===== src/rtl/mbd_pkg.sv =====
package mbd_pkg;

   // RAM window for one size code; the upper limits are exclusive
   typedef struct packed {
      logic [16:0] a_lim;
      logic [16:0] bc_lo;
      logic [16:0] bc_hi;
   } ram_win_t;

   function automatic ram_win_t win_of(input logic [2:0] code);
      ram_win_t w;
      case (code)
         3'd0:    w = '{a_lim: 17'h00000, bc_lo: 17'h00000, bc_hi: 17'h02000};
         3'd1:    w = '{a_lim: 17'h01000, bc_lo: 17'h01000, bc_hi: 17'h03000};
         3'd2:    w = '{a_lim: 17'h00000, bc_lo: 17'h00000, bc_hi: 17'h08000};
         3'd3:    w = '{a_lim: 17'h01000, bc_lo: 17'h01000, bc_hi: 17'h09000};
         3'd4:    w = '{a_lim: 17'h04000, bc_lo: 17'h04000, bc_hi: 17'h0C000};
         default: w = '{a_lim: 17'h00000, bc_lo: 17'h00000, bc_hi: 17'h00000};
      endcase
      return w;
   endfunction

endpackage


===== src/rtl/mbd_ctl.sv =====
module mbd_ctl #(
   parameter int          BSW         = 2,
   parameter logic [15:0] ROMSEL_ADDR = 16'hFF00
) (
   input  logic           clk,
   input  logic           rst_n,
   input  logic [2:0]     cfg_code,
   input  logic [15:0]    cpu_addr,
   input  logic           cpu_we,
   input  logic [BSW-1:0] wr_page,
   output logic [2:0]     cfg_q,
   output logic [BSW-1:0] page_q
);

   always_ff @(posedge clk) begin
      if (!rst_n) begin
         cfg_q  <= cfg_code;
         page_q <= '0;
      end else if (cpu_we && cpu_addr == ROMSEL_ADDR) begin
         page_q <= wr_page;
      end
   end

   a_r1_cfg_held: assert property (@(posedge clk) disable iff (!rst_n)
      $past(rst_n) |-> $stable(cfg_q));

   a_r7_page_reset: assert property (@(posedge clk)
      !rst_n |=> page_q == '0);

   a_r7_page_other: assert property (@(posedge clk) disable iff (!rst_n)
      (!cpu_we || cpu_addr != ROMSEL_ADDR) |=> $stable(page_q));

endmodule


===== src/rtl/mbd_ram_map.sv =====
module mbd_ram_map
   import mbd_pkg::*;
#(
   parameter int DW       = 8,
   parameter int BANK_AW  = 14,
   parameter bit ODD_TO_C = 1'b1
) (
   input  logic               clk,
   input  logic               rst_n,
   input  ram_win_t           win,
   input  logic [15:0]        cpu_addr,
   input  logic               disp_req,
   input  logic [BANK_AW-1:0] disp_addr,
   input  logic [DW-1:0]      b_rdata,
   input  logic [DW-1:0]      c_rdata,
   output logic               a_cs,
   output logic [BANK_AW-1:0] a_addr,
   output logic               b_cs,
   output logic [BANK_AW-1:0] b_addr,
   output logic               c_cs,
   output logic [BANK_AW-1:0] c_addr,
   output logic               cpu_b,
   output logic               cpu_c,
   output logic [2*DW-1:0]    disp_data
);

   localparam int XW = 17;

   logic [XW-1:0]      addr_x;
   logic [XW-1:0]      pair_off;
   logic               in_pair;
   logic               odd_side;
   logic [BANK_AW-1:0] pair_loc;
   logic               unused_off;

   assign addr_x     = {1'b0, cpu_addr};
   assign in_pair    = (addr_x >= win.bc_lo) && (addr_x < win.bc_hi);
   assign pair_off   = addr_x - win.bc_lo;
   assign pair_loc   = pair_off[BANK_AW:1];
   assign unused_off = ^{pair_off[XW-1:BANK_AW+1], pair_off[0]};

   assign a_cs   = addr_x < win.a_lim;
   assign a_addr = cpu_addr[BANK_AW-1:0];

   generate
      if (ODD_TO_C) begin : g_odd_c
         assign odd_side  = cpu_addr[0];
         assign disp_data = {c_rdata, b_rdata};
      end else begin : g_odd_b
         assign odd_side  = ~cpu_addr[0];
         assign disp_data = {b_rdata, c_rdata};
      end
   endgenerate

   assign cpu_b  = in_pair && !disp_req && !odd_side;
   assign cpu_c  = in_pair && !disp_req &&  odd_side;
   assign b_cs   = disp_req || cpu_b;
   assign c_cs   = disp_req || cpu_c;
   assign b_addr = disp_req ? disp_addr : pair_loc;
   assign c_addr = disp_req ? disp_addr : pair_loc;

   a_r4_disp_pair: assert property (@(posedge clk) disable iff (!rst_n)
      disp_req |-> (b_cs && c_cs && b_addr == c_addr && !cpu_b && !cpu_c));

   a_r2_low_bound: assert property (@(posedge clk) disable iff (!rst_n)
      a_cs |-> cpu_addr < 16'h4000);

   a_r3_pair_bound: assert property (@(posedge clk) disable iff (!rst_n)
      (cpu_b || cpu_c) |-> cpu_addr < 16'hC000);

endmodule


===== src/rtl/mbd_rom_map.sv =====
module mbd_rom_map #(
   parameter int         ROM_BANKS = 4,
   parameter logic [7:0] STK_PAGE  = 8'hF8,
   localparam int        BSW       = $clog2(ROM_BANKS),
   localparam int        ROM_AW    = $clog2(8192 + ROM_BANKS * 4096)
) (
   input  logic              clk,
   input  logic              rst_n,
   input  logic [15:0]       cpu_addr,
   input  logic [BSW-1:0]    page,
   output logic              rom_cs,
   output logic [ROM_AW-1:0] rom_addr,
   output logic              stk_cs,
   output logic [7:0]        stk_addr
);

   localparam int FIX_SIZE = 8192;

   logic fix_hit;
   logic win_hit;

   assign fix_hit = cpu_addr[15:13] == 3'b110;
   assign win_hit = cpu_addr[15:12] == 4'hE;
   assign rom_cs  = fix_hit || win_hit;

   always_comb begin
      if (fix_hit)
         rom_addr = ROM_AW'(cpu_addr[12:0]);
      else
         rom_addr = ROM_AW'(FIX_SIZE) + ROM_AW'({page, 12'h000}) + ROM_AW'(cpu_addr[11:0]);
   end

   assign stk_cs   = cpu_addr[15:8] == STK_PAGE;
   assign stk_addr = cpu_addr[7:0];

   a_r6_window_above_fixed: assert property (@(posedge clk) disable iff (!rst_n)
      win_hit |-> rom_addr >= ROM_AW'(FIX_SIZE));

   a_r5_fixed_below: assert property (@(posedge clk) disable iff (!rst_n)
      fix_hit |-> rom_addr < ROM_AW'(FIX_SIZE));

endmodule


===== src/rtl/mem_bank_decoder.sv =====
module mem_bank_decoder
   import mbd_pkg::*;
#(
   parameter int          AW          = 16,
   parameter int          DW          = 8,
   parameter int          BANK_AW     = 14,
   parameter int          ROM_BANKS   = 4,
   parameter logic [15:0] ROMSEL_ADDR = 16'hFF00,
   parameter logic [7:0]  STK_PAGE    = 8'hF8,
   localparam int         BSW         = $clog2(ROM_BANKS),
   localparam int         ROM_AW      = $clog2(8192 + ROM_BANKS * 4096)
) (
   input  logic               clk,
   input  logic               rst_n,
   input  logic [2:0]         cfg_code,
   input  logic [AW-1:0]      cpu_addr,
   input  logic               cpu_we,
   input  logic [DW-1:0]      cpu_wdata,
   output logic [DW-1:0]      cpu_rdata,
   output logic               mem_we,
   output logic               a_cs,
   output logic [BANK_AW-1:0] a_addr,
   input  logic [DW-1:0]      a_rdata,
   output logic               b_cs,
   output logic [BANK_AW-1:0] b_addr,
   input  logic [DW-1:0]      b_rdata,
   output logic               c_cs,
   output logic [BANK_AW-1:0] c_addr,
   input  logic [DW-1:0]      c_rdata,
   output logic               rom_cs,
   output logic [ROM_AW-1:0]  rom_addr,
   input  logic [DW-1:0]      rom_rdata,
   output logic               stk_cs,
   output logic [7:0]         stk_addr,
   input  logic [DW-1:0]      stk_rdata,
   input  logic               disp_req,
   input  logic [BANK_AW-1:0] disp_addr,
   output logic [2*DW-1:0]    disp_data
);

   generate
      if (AW != 16) begin : g_bad_aw
         $error("mem_bank_decoder: AW must be 16");
      end
      if (BANK_AW != 14) begin : g_bad_bank
         $error("mem_bank_decoder: BANK_AW must be 14");
      end
      if (ROM_BANKS < 2 || ROM_BANKS > 4) begin : g_bad_rom
         $error("mem_bank_decoder: ROM_BANKS must be 2..4");
      end
      if (DW < BSW) begin : g_bad_dw
         $error("mem_bank_decoder: DW too narrow for page field");
      end
   endgenerate

   logic [2:0]     cfg_q;
   logic [BSW-1:0] page_q;
   ram_win_t       win;
   logic           cpu_b;
   logic           cpu_c;
   logic           ram_hit;
   logic           unused_wdata;

   assign unused_wdata = ^cpu_wdata[DW-1:BSW];

   mbd_ctl #(.BSW(BSW), .ROMSEL_ADDR(ROMSEL_ADDR)) ctl_i (
      .clk      (clk),
      .rst_n    (rst_n),
      .cfg_code (cfg_code),
      .cpu_addr (cpu_addr),
      .cpu_we   (cpu_we),
      .wr_page  (cpu_wdata[BSW-1:0]),
      .cfg_q    (cfg_q),
      .page_q   (page_q)
   );

   assign win = win_of(cfg_q);

   mbd_ram_map #(.DW(DW), .BANK_AW(BANK_AW), .ODD_TO_C(1'b1)) ram_i (
      .clk       (clk),
      .rst_n     (rst_n),
      .win       (win),
      .cpu_addr  (cpu_addr),
      .disp_req  (disp_req),
      .disp_addr (disp_addr),
      .b_rdata   (b_rdata),
      .c_rdata   (c_rdata),
      .a_cs      (a_cs),
      .a_addr    (a_addr),
      .b_cs      (b_cs),
      .b_addr    (b_addr),
      .c_cs      (c_cs),
      .c_addr    (c_addr),
      .cpu_b     (cpu_b),
      .cpu_c     (cpu_c),
      .disp_data (disp_data)
   );

   mbd_rom_map #(.ROM_BANKS(ROM_BANKS), .STK_PAGE(STK_PAGE)) rom_i (
      .clk      (clk),
      .rst_n    (rst_n),
      .cpu_addr (cpu_addr),
      .page     (page_q),
      .rom_cs   (rom_cs),
      .rom_addr (rom_addr),
      .stk_cs   (stk_cs),
      .stk_addr (stk_addr)
   );

   assign ram_hit = a_cs || cpu_b || cpu_c || stk_cs;
   assign mem_we  = cpu_we && ram_hit;

   always_comb begin
      if (a_cs)        cpu_rdata = a_rdata;
      else if (cpu_b)  cpu_rdata = b_rdata;
      else if (cpu_c)  cpu_rdata = c_rdata;
      else if (rom_cs) cpu_rdata = rom_rdata;
      else if (stk_cs) cpu_rdata = stk_rdata;
      else             cpu_rdata = '1;
   end

   a_r10_one_select: assert property (@(posedge clk) disable iff (!rst_n)
      $onehot0({a_cs, cpu_b, cpu_c, rom_cs, stk_cs}));

   a_r9_unmapped_ff: assert property (@(posedge clk) disable iff (!rst_n)
      !(a_cs || cpu_b || cpu_c || rom_cs || stk_cs) |-> cpu_rdata == '1);

   a_r10_no_rom_write: assert property (@(posedge clk) disable iff (!rst_n)
      (rom_cs || !cpu_we) |-> !mem_we);

endmodule


===== config.mk =====
export PLATFORM = sky130hd
export DESIGN_NAME = mem_bank_decoder
export DESIGN_NICKNAME = d
export VERILOG_FILES = /design/src/rtl/mbd_pkg.sv /design/src/rtl/mbd_ctl.sv /design/src/rtl/mbd_ram_map.sv /design/src/rtl/mbd_rom_map.sv /design/src/rtl/mem_bank_decoder.sv
export SDC_FILE = /design/constraint.sdc
export NUM_CORES = 1
export LEC_CHECK = 0
export BUFFER_PORTS_ARGS = -buffer_cell sky130_fd_sc_hd__buf_2
export CORE_MARGIN = 2
export CORE_UTILIZATION = 33
export CTS_CLUSTER_SIZE = 30
export DETAILED_ROUTE_END_ITERATION = 10
export PLACE_DENSITY = 0.8
export SLEW_MARGIN = 10
export SYNTH_ARGS = -nofsm -noshare
export SYNTH_HDL_FRONTEND = slang
export SYNTH_SLANG_ARGS = --single-unit

===== constraint.sdc =====
create_clock -name clk -period 2.65 [get_ports clk]
set_clock_uncertainty 0.15 [all_clocks]
set_input_delay 0.1325 -clock clk [delete_from_list [all_inputs] [get_ports clk]]
set_output_delay 0.1325 -clock clk [all_outputs]
set_load 0.02 [all_outputs]

==> Yosys cells after proc, flatten, opt, wreduce, memory -nomap -nowiden <==
Index checks and enable logic that the tools add are counted.
{ "word_totals": {"regBits": 5, "input_bits": 85, "word_cells": 39} }
{ "op_classes": {"n_addsub": 3, "order_cmp": 3, "n_eq_ne": 8, "n_mux": 8, "reduce_logical": 15} }
{ "op_table": {"columns": ["op", "count"], "rows": [
  ["$pmux 49 s5", 1],
  ["$mux 8", 5],
  ["$ge 16x17->1", 1],
  ["$lt 16x17->1", 1],
  ["$eq 16x16->1 const B", 1],
  ["$lt 16x15->1", 1],
  ["$add 14x14->15 const A", 1],
  ["$add 15x12->15", 1],
  ["$mux 15", 1],
  ["$sub 15x15->15", 1],
  ["$mux 14", 1],
  ["$eq 8x8->1 const B", 1],
  ["$eq 3x2->1 const B", 2],
  ["$eq 3x3->1 const B", 2],
  ["$logic_and 1x1->1", 6],
  ["$logic_or 1x1->1", 6],
  ["$eq 4x4->1 const B", 1],
  ["$eq 3x1->1 const B", 1],
  ["$logic_not 3->1", 1],
  ["$logic_not 1->1", 2]
]} }

==> Logic depth before layout (Yosys ltp) <==
Gate-level depths: netlist (run 1).
{ "depth": {"depth_word": 10, "mapped_depth": 8, "mapped_depth_nobuf": 8} }

==> Cells and area by module <==
Synthesis (run 1) repeated with hierarchy kept, for this count alone.
{ "hier_totals": {"cells_unflattened": 398, "hier_area_um2": 2822.7} }
{ "modules_own_cells": {"columns": ["mod", "instances", "cells_each", "area_each_um2", "seq_area_each_um2"], "rows": [
  ["mbd_ram_map", 1, 298, 2040.7, 0.0],
  ["mem_bank_decoder", 1, 53, 347.8, 0.0],
  ["mbd_ctl", 1, 18, 220.2, 130.1],
  ["mbd_rom_map", 1, 29, 214.0, 0.0]
]} }

==> Worst setup path after synthesis (run 1) <==
No wires, ideal clock.
{ "synth_path": {"path_type": "reg-to-output", "startpoint": "register ctl_i.cfg_q[2]", "endpoint": "output port mem_we", "t_arrival_ns": 2.047, "required_time_ns": 2.368, "path_slack_ns": 0.321, "stages_incl_launch_ff": 8, "path_cell_list": "edfxtp_1 -> or2_2 -> ha_1 -> a21oi_1 -> o211a_1 -> buf_1 -> nand2_1 -> a31oi_1"} }
{ "synth_between": {"elab_chain_cells": 10} }
{ "synth_lines": {"columns": ["item", "line_no", "rtl"], "rows": [
  ["start, declared", "mbd_ctl.sv:11", "output logic [2:0] cfg_q,"],
  ["start signal, assigned", "mbd_ctl.sv:17", "cfg_q <= cfg_code;"],
  ["$eq 3x3->1 (tied with other cells)", "mbd_pkg.sv:12", "case (code)"],
  ["$pmux 49 s5 (*)", "mbd_pkg.sv:12", null],
  ["$ge 16x17->1 or $lt 16x17->1 (tied branches)", "mbd_ram_map.sv:37", "assign in_pair = (addr_x >= win.bc_lo) && (addr_x < win.bc_hi);"],
  ["$logic_and 1x1->1", "mbd_ram_map.sv:37", null],
  ["$logic_and 1x1->1", "mbd_ram_map.sv:55, mbd_ram_map.sv:56", null],
  ["$logic_and 1x1->1", "mbd_ram_map.sv:55", "assign cpu_b = in_pair && !disp_req && !odd_side;"],
  ["$logic_or 1x1->1", "mem_bank_decoder.sv:110", "assign ram_hit = a_cs || cpu_b || cpu_c || stk_cs;"],
  ["$logic_or 1x1->1 (*) (2 in a row)", "mem_bank_decoder.sv:110", null],
  ["$logic_and 1x1->1 (*)", "mem_bank_decoder.sv:111", "assign mem_we = cpu_we && ram_hit;"],
  ["end, declared", "mem_bank_decoder.sv:20", "output logic mem_we,"]
]} }
Every way passes the cells marked *; elsewhere a longest branch is shown, timed or not.

==> Final worst setup path (run 1) <==
{ "layout_path": {"startpoint": "register ctl_i.cfg_q[0]", "endpoint": "output port cpu_rdata[5]"} }
{ "layout_between": {"elab_chain_cells": 9} }
{ "layout_lines": {"columns": ["item", "line_no", "rtl"], "rows": [
  ["$eq 3x3->1 (tied with other cells)", "mbd_pkg.sv:12", null],
  ["$pmux 49 s5 (*)", "mbd_pkg.sv:12", null],
  ["$ge 16x17->1 or $lt 16x17->1 (tied branches)", "mbd_ram_map.sv:37", null],
  ["$logic_and 1x1->1", "mbd_ram_map.sv:37", null],
  ["$logic_and 1x1->1", "mbd_ram_map.sv:55, mbd_ram_map.sv:56", null],
  ["$logic_and 1x1->1", "mbd_ram_map.sv:56", "assign cpu_c = in_pair && !disp_req && odd_side;"],
  ["$mux 8", "mem_bank_decoder.sv:116", "else if (cpu_c) cpu_rdata = c_rdata;"],
  ["$mux 8", "mem_bank_decoder.sv:115", "else if (cpu_b) cpu_rdata = b_rdata;"],
  ["$mux 8 (*)", "mem_bank_decoder.sv:114", "if (a_cs) cpu_rdata = a_rdata;"],
  ["end, declared", "mem_bank_decoder.sv:19", "output logic [DW-1:0] cpu_rdata,"]
]} }
Marks and branches as above.

==> results.py, run 1 <==
metrics = {
    "finish": {
        "nNetsFinal": 395,
        "antenna_cells": 0,
        "fillCellCount": 433,
        "drive_gt1_share_pct": 69.08,
        "fin_util_pct": 47.96,
        "area_delta_synth_final_pct": 41.29,
    },
    "route": {
        "vias": 1691,
        "drt_iter0_drc": 26,
        "drtAntennaViolNets": 0,
        "drc": 0,
        "vias_per_cell": 4.750,
        "wl_per_cell_um": 13.21,
        "wl_um": 4703,
        "dr.pass1.iters": 4,
    },
    "placed_design": {
        "dp_slack_ps": 243.2,
        "place_hpwl_um": 3924,
        "place_congestion": 0.8081,
        "port_buffers": 173,
    },
    "yosys": {
        "ys_ff_latch": 5,
        "synthTopCellsByArea": "buf_4, mux2_2, mux2i_1, edfxtp_1, ha_1",
        "synthesis.area_um2": 1458,
        "syn_inst": 189,
        "syn_nets": 279,
        "synth.top_cell.area_share_pct": 32.96,
        "synth_ff_type": "edfxtp_1",
        "synth.distinct_cells": 39,
        "ys_seq_area_share_pct": 8.927,
        "ys_async_sr_fraction_pct": 0,
        "ys_top_cells_by_count": "buf_4, mux2_2, mux2i_1",
        "yosysMostFrequentCell": "buf_4",
        "yosysTopAreaCell": "buf_4",
        "syn_avg_cell_area_um2": 7.712,
        "yosys_warnings": 0,
        "synth_edf_count": 3,
    },
    "cts": {
        "cts_tree": "yes",
        "clock_latency_ps": 220,
        "clk_pin_slew_ps": 40,
        "clockRootBuffer": "clkbuf_8",
        "cts.path.max_buffers": 2,
        "clkSinkCount": 5,
        "cts_buffers": 3,
        "cts_max_level": 1,
    },
    "timing": {
        "min_period_over_period_pct": 94.07,
        "period_needed_ps": 2493,
        "setup_viol": 0,
        "hold_viol_final": 0,
        "worst_slew_pin_slew_ps": 415.0,
        "slew_headroom_pct": 72.33,
        "fin_ws_ps": 157.1,
        "slew_viol_final": 0,
        "fmax_ghz": 0.4011,
    },
    "power_and_ir_drop": {
        "max-vdd-ir-drop_uv": 302.5,
        "power_density_nw_per_um2": 344.6,
        "total_power_mw": 0.7097,
        "p_leak_nw": 1.147,
    },
    "setup_path": {
        "path_max_fanout": 8,
        "path_class": "reg -> out",
        "endpoint_kind": "output pin",
        "arrival_ps": 2210,
        "crit_required_ps": 2370,
        "critPathLaunchType": "register",
    },
    "grt": {
        "grt_overflow": 0,
        "antenna_found_initial": 0,
        "grt_pass1_vias": 1507,
        "grt_usage_pct": 17.22,
        "grt_max_degree": 21,
        "grt_pass1_wl_um": 7141,
    },
    "run": {
        "maxCapViolations": 0,
    },
    "floorplanning": {
        "rows": 24,
        "fp.dieW_um": 70.46,
        "die_h_um": 70.46,
        "io_pins": 180,
        "start_util_pct": 33.95,
        "die_area_um2": 4965,
        "core_um2": 4294,
    },
    "worst_hold_path": {
        "min_path_type": "in -> reg",
    },
    "outcome": {
        "run_status": "finished clean",
    },
}
## state kept, by name, indices dropped and copies added, names as in the netlist
name	cells
ctl_i.cfg_q	3
ctl_i.page_q	2
## report_power, final
part           switching [mW]  internal, mW  leakage [nW]
Combinational           0.289         0.194          1.08
Clock                  0.0338         0.103        0.0228
Sequential            0.00211        0.0872        0.0455
Total                   0.325         0.385          1.15
## critical path, stage by stage (launching register included)
cell and delay (ps):
edfxtp_1 390, nor2_2 140, nand2_1 100, ha_4 310, nand4_1 180, o21a_4 320, o31ai_2 260, o22a_1 140
buf_2 160
## area by class of cell
| cell class | instances | area [um^2] | area share (%) |
|---|---|---|---|
| multi-input combinational | 105 | 852.1 | 41.37 |
| tap | 52 | 65.06 | 3.159 |
| clock buffer | 4 | 45.04 | 2.187 |
| timing repair buffer | 181 | 933.4 | 45.32 |
| sequential | 5 | 130.1 | 6.318 |
| inverter | 9 | 33.78 | 1.640 |
## cells by family after synthesis
family | count (synthesis) | share of synthesized area [%]
flip-flops | 5 | 8.927
XOR/XNOR | 1 | 0.6010
AND/OR/NAND/NOR | 30 | 10.56
buffers and inverters | 79 | 37.08
AO/OA/AOI/OAI | 46 | 21.72
adder cells (fa/ha/maj) | 5 | 4.292
multiplexers | 23 | 16.82
## cells in the final DEF, fill, tap and decap left out, types with 6 or more instances in the layout
master	netlist	routed
buf_2	3	173
nor2_1	7	6
mux2i_1	11	11
mux2_2	12	12
o22a_1	7	7
inv_1	9	9
nand2_1	9	9
o22ai_1	8	8
a21oi_1	8	7
## final timing paths
kind / start / to / slack, ps / depth (start not counted)
min: cpu_wdata[0] / ctl_i.page_q[0] / 5 / 3
max reg2reg: ctl_i.page_q[1] / ctl_i.page_q[1] / 1870 / 2
max: ctl_i.cfg_q[0] / cpu_rdata[5] / 160 / 8
min reg2reg: ctl_i.page_q[0] / ctl_i.page_q[0] / 350 / 2
## stage by stage
stage	instances	hold slack, ps	TNS (ps)	cell area (um^2)
floorplan	189	81.37	0	1458
global placement	347	160.5	0	1904
detailed placement	347	160.6	0	1904
CTS	354	4.176	0	1979
global route	356	38.22	-3.357	2059
finish	356	5.316	0	2059
## routing by layer
metal	vias up	GRT usage (%)	part of all wire, %
li1	853	-	-
met4	0	1.923	0.21
met3	2	1.732	6.3
met1	768	20.76	41
met5	-	0	0
met2	68	33.33	53
## what timing repair did
| action | in CTS | in global routing |
|---|---|---|
| hold buffers | 3 | 0 |
| endpoints found under the hold margin | 3 | 0 |
| buffers inserted | 0 | 2 |
| endpoints found under the setup margin | 0 | 10 |
| gates resized for setup | 0 | 15 |
(Power assumes the default switching activity.)
==> run 2, diff against run 1 <==
--- a/config.mk
+++ b/config.mk
@@ -10,7 +10,7 @@
 export CORE_UTILIZATION = 33
 export CTS_CLUSTER_SIZE = 30
 export DETAILED_ROUTE_END_ITERATION = 10
-export PLACE_DENSITY = 0.8
+export PLACE_DENSITY = 0.82
 export SLEW_MARGIN = 10
 export SYNTH_ARGS = -nofsm -noshare
 export SYNTH_HDL_FRONTEND = slang
==> constraint.sdc (replaced) <==
create_clock -name clk -period 2.65 [get_ports clk]
set_clock_uncertainty 0.15 [all_clocks]
set_input_delay 0 -clock clk [delete_from_list [all_inputs] [get_ports clk]]
set_output_delay 0 -clock clk [all_outputs]
set_load 0.02 [all_outputs]
==> run 2 against run 1 <==
  * Die area stayed put
  * Critical endpoint is now cpu_rdata[6]
  * Worst setup slack improved by 78 ps
  * Largest power group unchanged
  * Design area shrank 1.8%
  * Largest cell class unchanged
==> results.py, run 2 (synthesis gave the netlist of run 1 again) <==
metrics = {
    "setup_path": {
        "crit_required_ps": 2500,
        "rrSetupSlack_ps": 1340,
        "critPathLaunchType": "register",
        "path_class": "reg -> out",
        "path_max_fanout": 10,
        "r2r_end": "ctl_i.page_q[1]",
        "endpoint_kind": "output pin",
        "reg2regPathDepth": 3,
        "arrival_ps": 2270,
        "reg2reg_from": "ctl_i.page_q[1]",
    },
    "grt": {
        "grt_max_degree": 21,
        "grt_pass1_vias": 1541,
        "grt_pass1_wl_um": 7003,
        "antenna_found_initial": 0,
        "grt_usage_pct": 17.45,
        "grt_overflow": 0,
    },
    "placed_design": {
        "place_hpwl_um": 3911,
        "dp_slack_ps": 404.7,
        "placed_area_um2": 1889,
        "place_congestion": 0.8292,
        "port_buffers": 173,
    },
    "power_and_ir_drop": {
        "p_sw_mw": 0.3207,
        "sw_frac_of_total_pct": 46.11,
        "p_leak_nw": 1.152,
        "seqPwrFrac_pct": 12.9,
        "intPower_mw": 0.3748,
        "max-vdd-ir-drop_uv": 422.9,
        "power_frac_clock_pct": 20.4,
        "power_density_nw_per_um2": 344.0,
        "power_frac_comb_pct": 66.7,
    },
    "timing": {
        "fin_ws_ps": 234.9,
        "period_needed_ps": 2415,
        "setup_viol": 0,
        "fmax_ghz": 0.4141,
        "worst_slew_pin_slew_ps": 452.3,
        "slew_viol_final": 0,
        "slew_headroom_pct": 69.84,
        "rsz0062_at_grt": "false",
        "tns_ps": 0,
        "min_period_over_period_pct": 91.13,
        "hold_viol_final": 0,
    },
    "route": {
        "drtAntennaViolNets": 0,
        "dr.pass1.iters": 4,
        "vias": 1693,
        "drc": 0,
        "wl_per_cell_um": 12.99,
        "vias_per_cell": 4.729,
        "drt_iter0_drc": 56,
        "wl_um": 4652,
    },
    "cts": {
        "clockRootBuffer": "clkbuf_8",
        "cts.path.max_buffers": 2,
        "cts_buffers": 3,
        "cts_max_level": 1,
        "cts_resized": 0,
        "clk_pin_slew_ps": 30,
        "cts_tree": "yes",
        "clkSinkCount": 5,
        "clock_latency_ps": 220,
    },
    "finish": {
        "layout_commonest_cell": "buf_2",
        "reg_top3": "ctl_i.cfg_q x3, ctl_i.page_q x2",
        "antenna_cells": 0,
        "nNetsFinal": 397,
        "drive_gt1_share_pct": 64.05,
        "area_delta_synth_final_pct": 38.71,
        "largest_reg_flops": 3,
        "layout_common_cells": "buf_2, mux2_2, mux2i_1",
        "design_area_um2": 2022,
        "top_register": "ctl_i.cfg_q",
    },
    "floorplanning": {
        "io_pins": 180,
        "die_area_um2": 4965,
        "core_um2": 4294,
        "fp.dieW_um": 70.46,
        "start_util_pct": 33.95,
        "rows": 24,
        "die_h_um": 70.46,
    },
    "worst_hold_path": {
        "hold_end": "disp_data[3]",
        "min_path_type": "in -> out",
        "min_from": "b_rdata[3]",
        "hold_depth": 2,
    },
    "outcome": {
        "run_status": "finished clean",
    },
    "run": {
        "maxCapViolations": 0,
    },
}
-- run 2: cell count changes in the layout (fill, tap and decap cells not counted), sizes merged --
| cell | delta |
|---|---|
| dlygate4sd3 | +5 |
| buf | -3 |
-- run 2: area by class of cell --
class | instances | area, um^2
sequential | 5 | 130.1
tap | 52 | 65.06
clock buffer | 4 | 45.04
fill | 443 | 2272
multi-input combinational | 105 | 787.0
inverter | 9 | 33.78
timing repair buffer | 183 | 960.9
-- run 2: what timing repair did --
action,4_1_cts,5_1_grt
endpoints found under the setup margin,0,7
hold endpoints to repair,8,0
hold buffers,8,0
setup buffers,0,1
-- run 2: through the flow --
stage	utilization, %	power, mW	std cells	hold slack, ps
after global placement	44.00	0.5413	345	27.77
final	47.09	0.6955	358	82.90
after CTS	46.91	0.6999	357	84.13
after global routing	47.09	0.7467	358	90.08
after detailed placement	44.00	0.5467	345	28.09
after floorplan	-	0.4385	189	-51.13
-- run 2: critical path: stages (launching register included) --
cell and delay, ps:
edfxtp_1 420, or2_2 290, ha_1 270, a21oi_1 170, o211a_1 380, a31oi_1 130
a22o_1 220, buf_2 150
-- run 2: how the worst max path moves through the flow --
stage | depth (start not counted) | startpoint | slack, ps | endpoint
3_3_place_gp | 7 | ctl_i.cfg_q[2] | 390 | cpu_rdata[6]
2_1_floorplan | 7 | ctl_i.cfg_q[2] | 450 | mem_we
4_1_cts | 7 | ctl_i.cfg_q[2] | 160 | cpu_rdata[6]
5_1_grt | 9 | ctl_i.cfg_q[0] | 30 | cpu_rdata[0]
6_report | 7 | ctl_i.cfg_q[2] | 230 | cpu_rdata[6]
3_5_place_dp | 7 | ctl_i.cfg_q[2] | 400 | cpu_rdata[6]
-- run 2: metal layers --
layer,wire [um],track usage [%],vias up
li1,-,-,853
met1,1816,20.56,761
met2,2450,31.66,73
met3,331,2.742,6
met4,53,5.983,0
met5,0,0,-
-- run 2: power groups by stage --
stage               sequential, mW  combinational [mW]  clock (mW)
floorplan                   0.0903               0.348           0
global placement            0.0906               0.451           0
detailed placement          0.0909               0.456           0
CTS                         0.0898               0.464       0.146
global route                0.0905               0.501       0.155
finish                      0.0898               0.464       0.142
==> run 3, diff against run 2 <==
--- a/config.mk
+++ b/config.mk
@@ -5,9 +5,10 @@
 export SDC_FILE = /design/constraint.sdc
 export NUM_CORES = 1
 export LEC_CHECK = 0
+export ABC_AREA = 1
 export BUFFER_PORTS_ARGS = -buffer_cell sky130_fd_sc_hd__buf_2
 export CORE_MARGIN = 2
-export CORE_UTILIZATION = 33
+export CORE_UTILIZATION = 36
 export CTS_CLUSTER_SIZE = 30
 export DETAILED_ROUTE_END_ITERATION = 10
 export PLACE_DENSITY = 0.82
==> run 3 against run 2 <==
  * Non-clock buffer count is 9 higher
  * Register-to-register slack got worse by 80 ps
  * Flip-flop and latch count unchanged
  * Combinational power up 18%
  * Routed wire length rose by 18%
  * Final cell count is 28% higher
  * Worst setup slack got worse by 25 ps
  * Fmax decreased by 1.0%
  * Sequential share of layout area down 0.98 points
==> results.py, run 3 <==
metrics = {
    "yosys": {
        "ys_ff_latch": 5,
        "synthesis.area_um2": 1732,
        "syn_avg_cell_area_um2": 6.274,
        "ys_top_cells_by_count": "nand2_1, buf_4, inv_1",
        "syn_nets": 366,
        "ys_async_sr_fraction_pct": 0,
        "synth_ff_type": "edfxtp_1",
        "syn_inst": 276,
        "synth_edf_count": 3,
        "yosys_warnings": 0,
        "synthTopCellsByArea": "buf_4, nand2_1, inv_1, edfxtp_1, nor2_1",
        "yosysMostFrequentCell": "nand2_1",
        "synth.distinct_cells": 36,
        "ys_seq_area_share_pct": 7.514,
        "yosysTopAreaCell": "buf_4",
        "synth.top_cell.area_share_pct": 27.75,
    },
    "floorplanning": {
        "start_util_pct": 36.91,
        "io_pins": 180,
        "fp.dieW_um": 73.36,
        "core_um2": 4692,
        "die_h_um": 73.36,
        "rows": 25,
        "die_area_um2": 5381,
    },
    "finish": {
        "layout_common_cells": "buf_2, nand2_1, inv_1",
        "fin_util_pct": 50.80,
        "finalNonFillerCells": 457,
        "reg_top3": "ctl_i.cfg_q x3, ctl_i.page_q x2",
        "fillCellCount": 486,
        "top_register": "ctl_i.cfg_q",
        "antenna_cells": 0,
        "nNetsFinal": 494,
        "area_delta_synth_final_pct": 37.64,
        "largest_reg_flops": 3,
        "layout_commonest_cell": "buf_2",
        "drive_gt1_share_pct": 55.58,
    },
    "timing": {
        "fmax_ghz": 0.4098,
        "min_period_over_period_pct": 92.09,
        "setup_viol": 0,
        "rsz0062_at_grt": "false",
        "tns_ps": 0,
        "period_needed_ps": 2440,
        "slew_viol_final": 0,
        "slew_headroom_pct": 70.64,
        "hold_viol_final": 0,
        "worst_slew_pin_slew_ps": 439.2,
    },
    "setup_path": {
        "rrSetupSlack_ps": 1260,
        "crit_required_ps": 2500,
        "reg2reg_from": "ctl_i.page_q[1]",
        "reg2regPathDepth": 3,
        "r2r_end": "ctl_i.page_q[1]",
        "arrival_ps": 2290,
        "critPathLaunchType": "register",
        "endpoint_kind": "output pin",
        "path_class": "reg -> out",
        "path_max_fanout": 9,
    },
    "power_and_ir_drop": {
        "total_power_mw": 0.7743,
        "p_leak_nw": 1.431,
        "max-vdd-ir-drop_uv": 315.9,
        "power_density_nw_per_um2": 324.8,
    },
    "worst_hold_path": {
        "hold_end": "disp_data[9]",
        "min_path_type": "in -> out",
        "min_from": "c_rdata[1]",
        "hold_depth": 2,
    },
    "cts": {
        "cts.path.max_buffers": 2,
        "clkSinkCount": 5,
        "clk_pin_slew_ps": 30,
        "cts_max_level": 1,
        "clockRootBuffer": "clkbuf_8",
        "cts_buffers": 3,
        "clock_latency_ps": 220,
        "cts_tree": "yes",
    },
    "grt": {
        "grt_usage_pct": 17.19,
        "grt_pass1_vias": 1792,
        "grt_max_degree": 23,
        "grt_pass1_wl_um": 7624,
        "grt_overflow": 0,
        "antenna_found_initial": 0,
    },
    "placed_design": {
        "post-place-cells": 433,
        "place_congestion": 0.7795,
        "port_buffers": 173,
        "place_hpwl_um": 4247,
    },
    "route": {
        "dr.pass1.iters": 4,
        "dr_wl_met2_um": 2920,
        "wl_met3_um": 354,
        "wl_per_cell_um": 11.98,
        "wl_um": 5477,
        "drtAntennaViolNets": 0,
        "drt_iter0_drc": 50,
        "drc": 0,
        "met1_length_um": 2195,
        "vias": 2126,
        "vias_per_cell": 4.652,
        "top_layer_used": "met4",
    },
    "run": {
        "maxCapViolations": 0,
    },
    "outcome": {
        "run_status": "finished clean",
    },
}
run 3: worst max-delay path by stage:
stage	start	to	slack, ps	cells after the start
global route	ctl_i.cfg_q[2]	cpu_rdata[2]	30	11
CTS	ctl_i.cfg_q[2]	cpu_rdata[4]	100	11
floorplan	ctl_i.cfg_q[0]	mem_we	510	9
finish	ctl_i.cfg_q[1]	cpu_rdata[4]	210	11
global placement	ctl_i.cfg_q[2]	cpu_rdata[2]	380	11
detailed placement	ctl_i.cfg_q[2]	cpu_rdata[4]	340	11
run 3: cells by family after synthesis:
family                     count (synthesis)  synth area share [%]
and+or+nand+nor                          126                 35.12
adders and majority gates                  5                 3.613
buffers and inverters                    107                 39.09
AOI/OAI and AO/OA                         33                 14.67
DFF                                        5                 7.515
run 3: layer usage:
metal  vias up  GRT usage (%)
met4         0          3.434
met2        99          33.63
li1       1075              -
met1       950          20.00
met5         -              0
met3         2          1.646
run 3: area by class of cell:
| type | instances | area (um^2) | share of cell area, % |
|---|---|---|---|
| multi-input combinational | 165 | 959.7 | 40.26 |
| clock buffer | 4 | 45.04 | 1.890 |
| inverter | 37 | 152.6 | 6.404 |
| sequential | 5 | 130.1 | 5.459 |
| timing repair buffer | 192 | 1028 | 43.15 |
| tap | 54 | 67.56 | 2.835 |
run 3: metrics by stage:
step | hold WS [ps] | setup slack [ps] | instance area [um^2]
6_report | 87.08 | 209.6 | 2384
3_3_place_gp | 28.00 | 384.6 | 2141
3_5_place_dp | 29.39 | 335.8 | 2141
2_1_floorplan | -51.13 | 505.2 | 1732
5_1_grt | 95.69 | 32.02 | 2384
4_1_cts | 87.39 | 103.8 | 2266
run 3: repair_timing:
| action | in CTS | in global routing |
|---|---|---|
| resized for setup | 0 | 3 |
| endpoints found under the hold margin | 8 | 0 |
| setup buffers | 0 | 11 |
| hold buffers | 8 | 0 |
| endpoints found under the setup margin | 0 | 8 |
run 3: power by group:
part           switching (mW)  total [mW]  internal, mW  leakage (nW)
sequential            0.00260      0.0899        0.0873        0.0455
combinational           0.338       0.547         0.209          1.36
clock                  0.0342       0.137         0.103        0.0228
run 3: worst max-delay path, stage by stage, from the launching register on:
cell and delay [ps]:
edfxtp_1 390, or2_2 330, nand2_1 70, ha_1 230, nand4_1 110, nand2_2 130, nor2_8 210, nand3_4 150
nand2_1 110, nand2_2 50, a21oi_2 120, buf_2 170
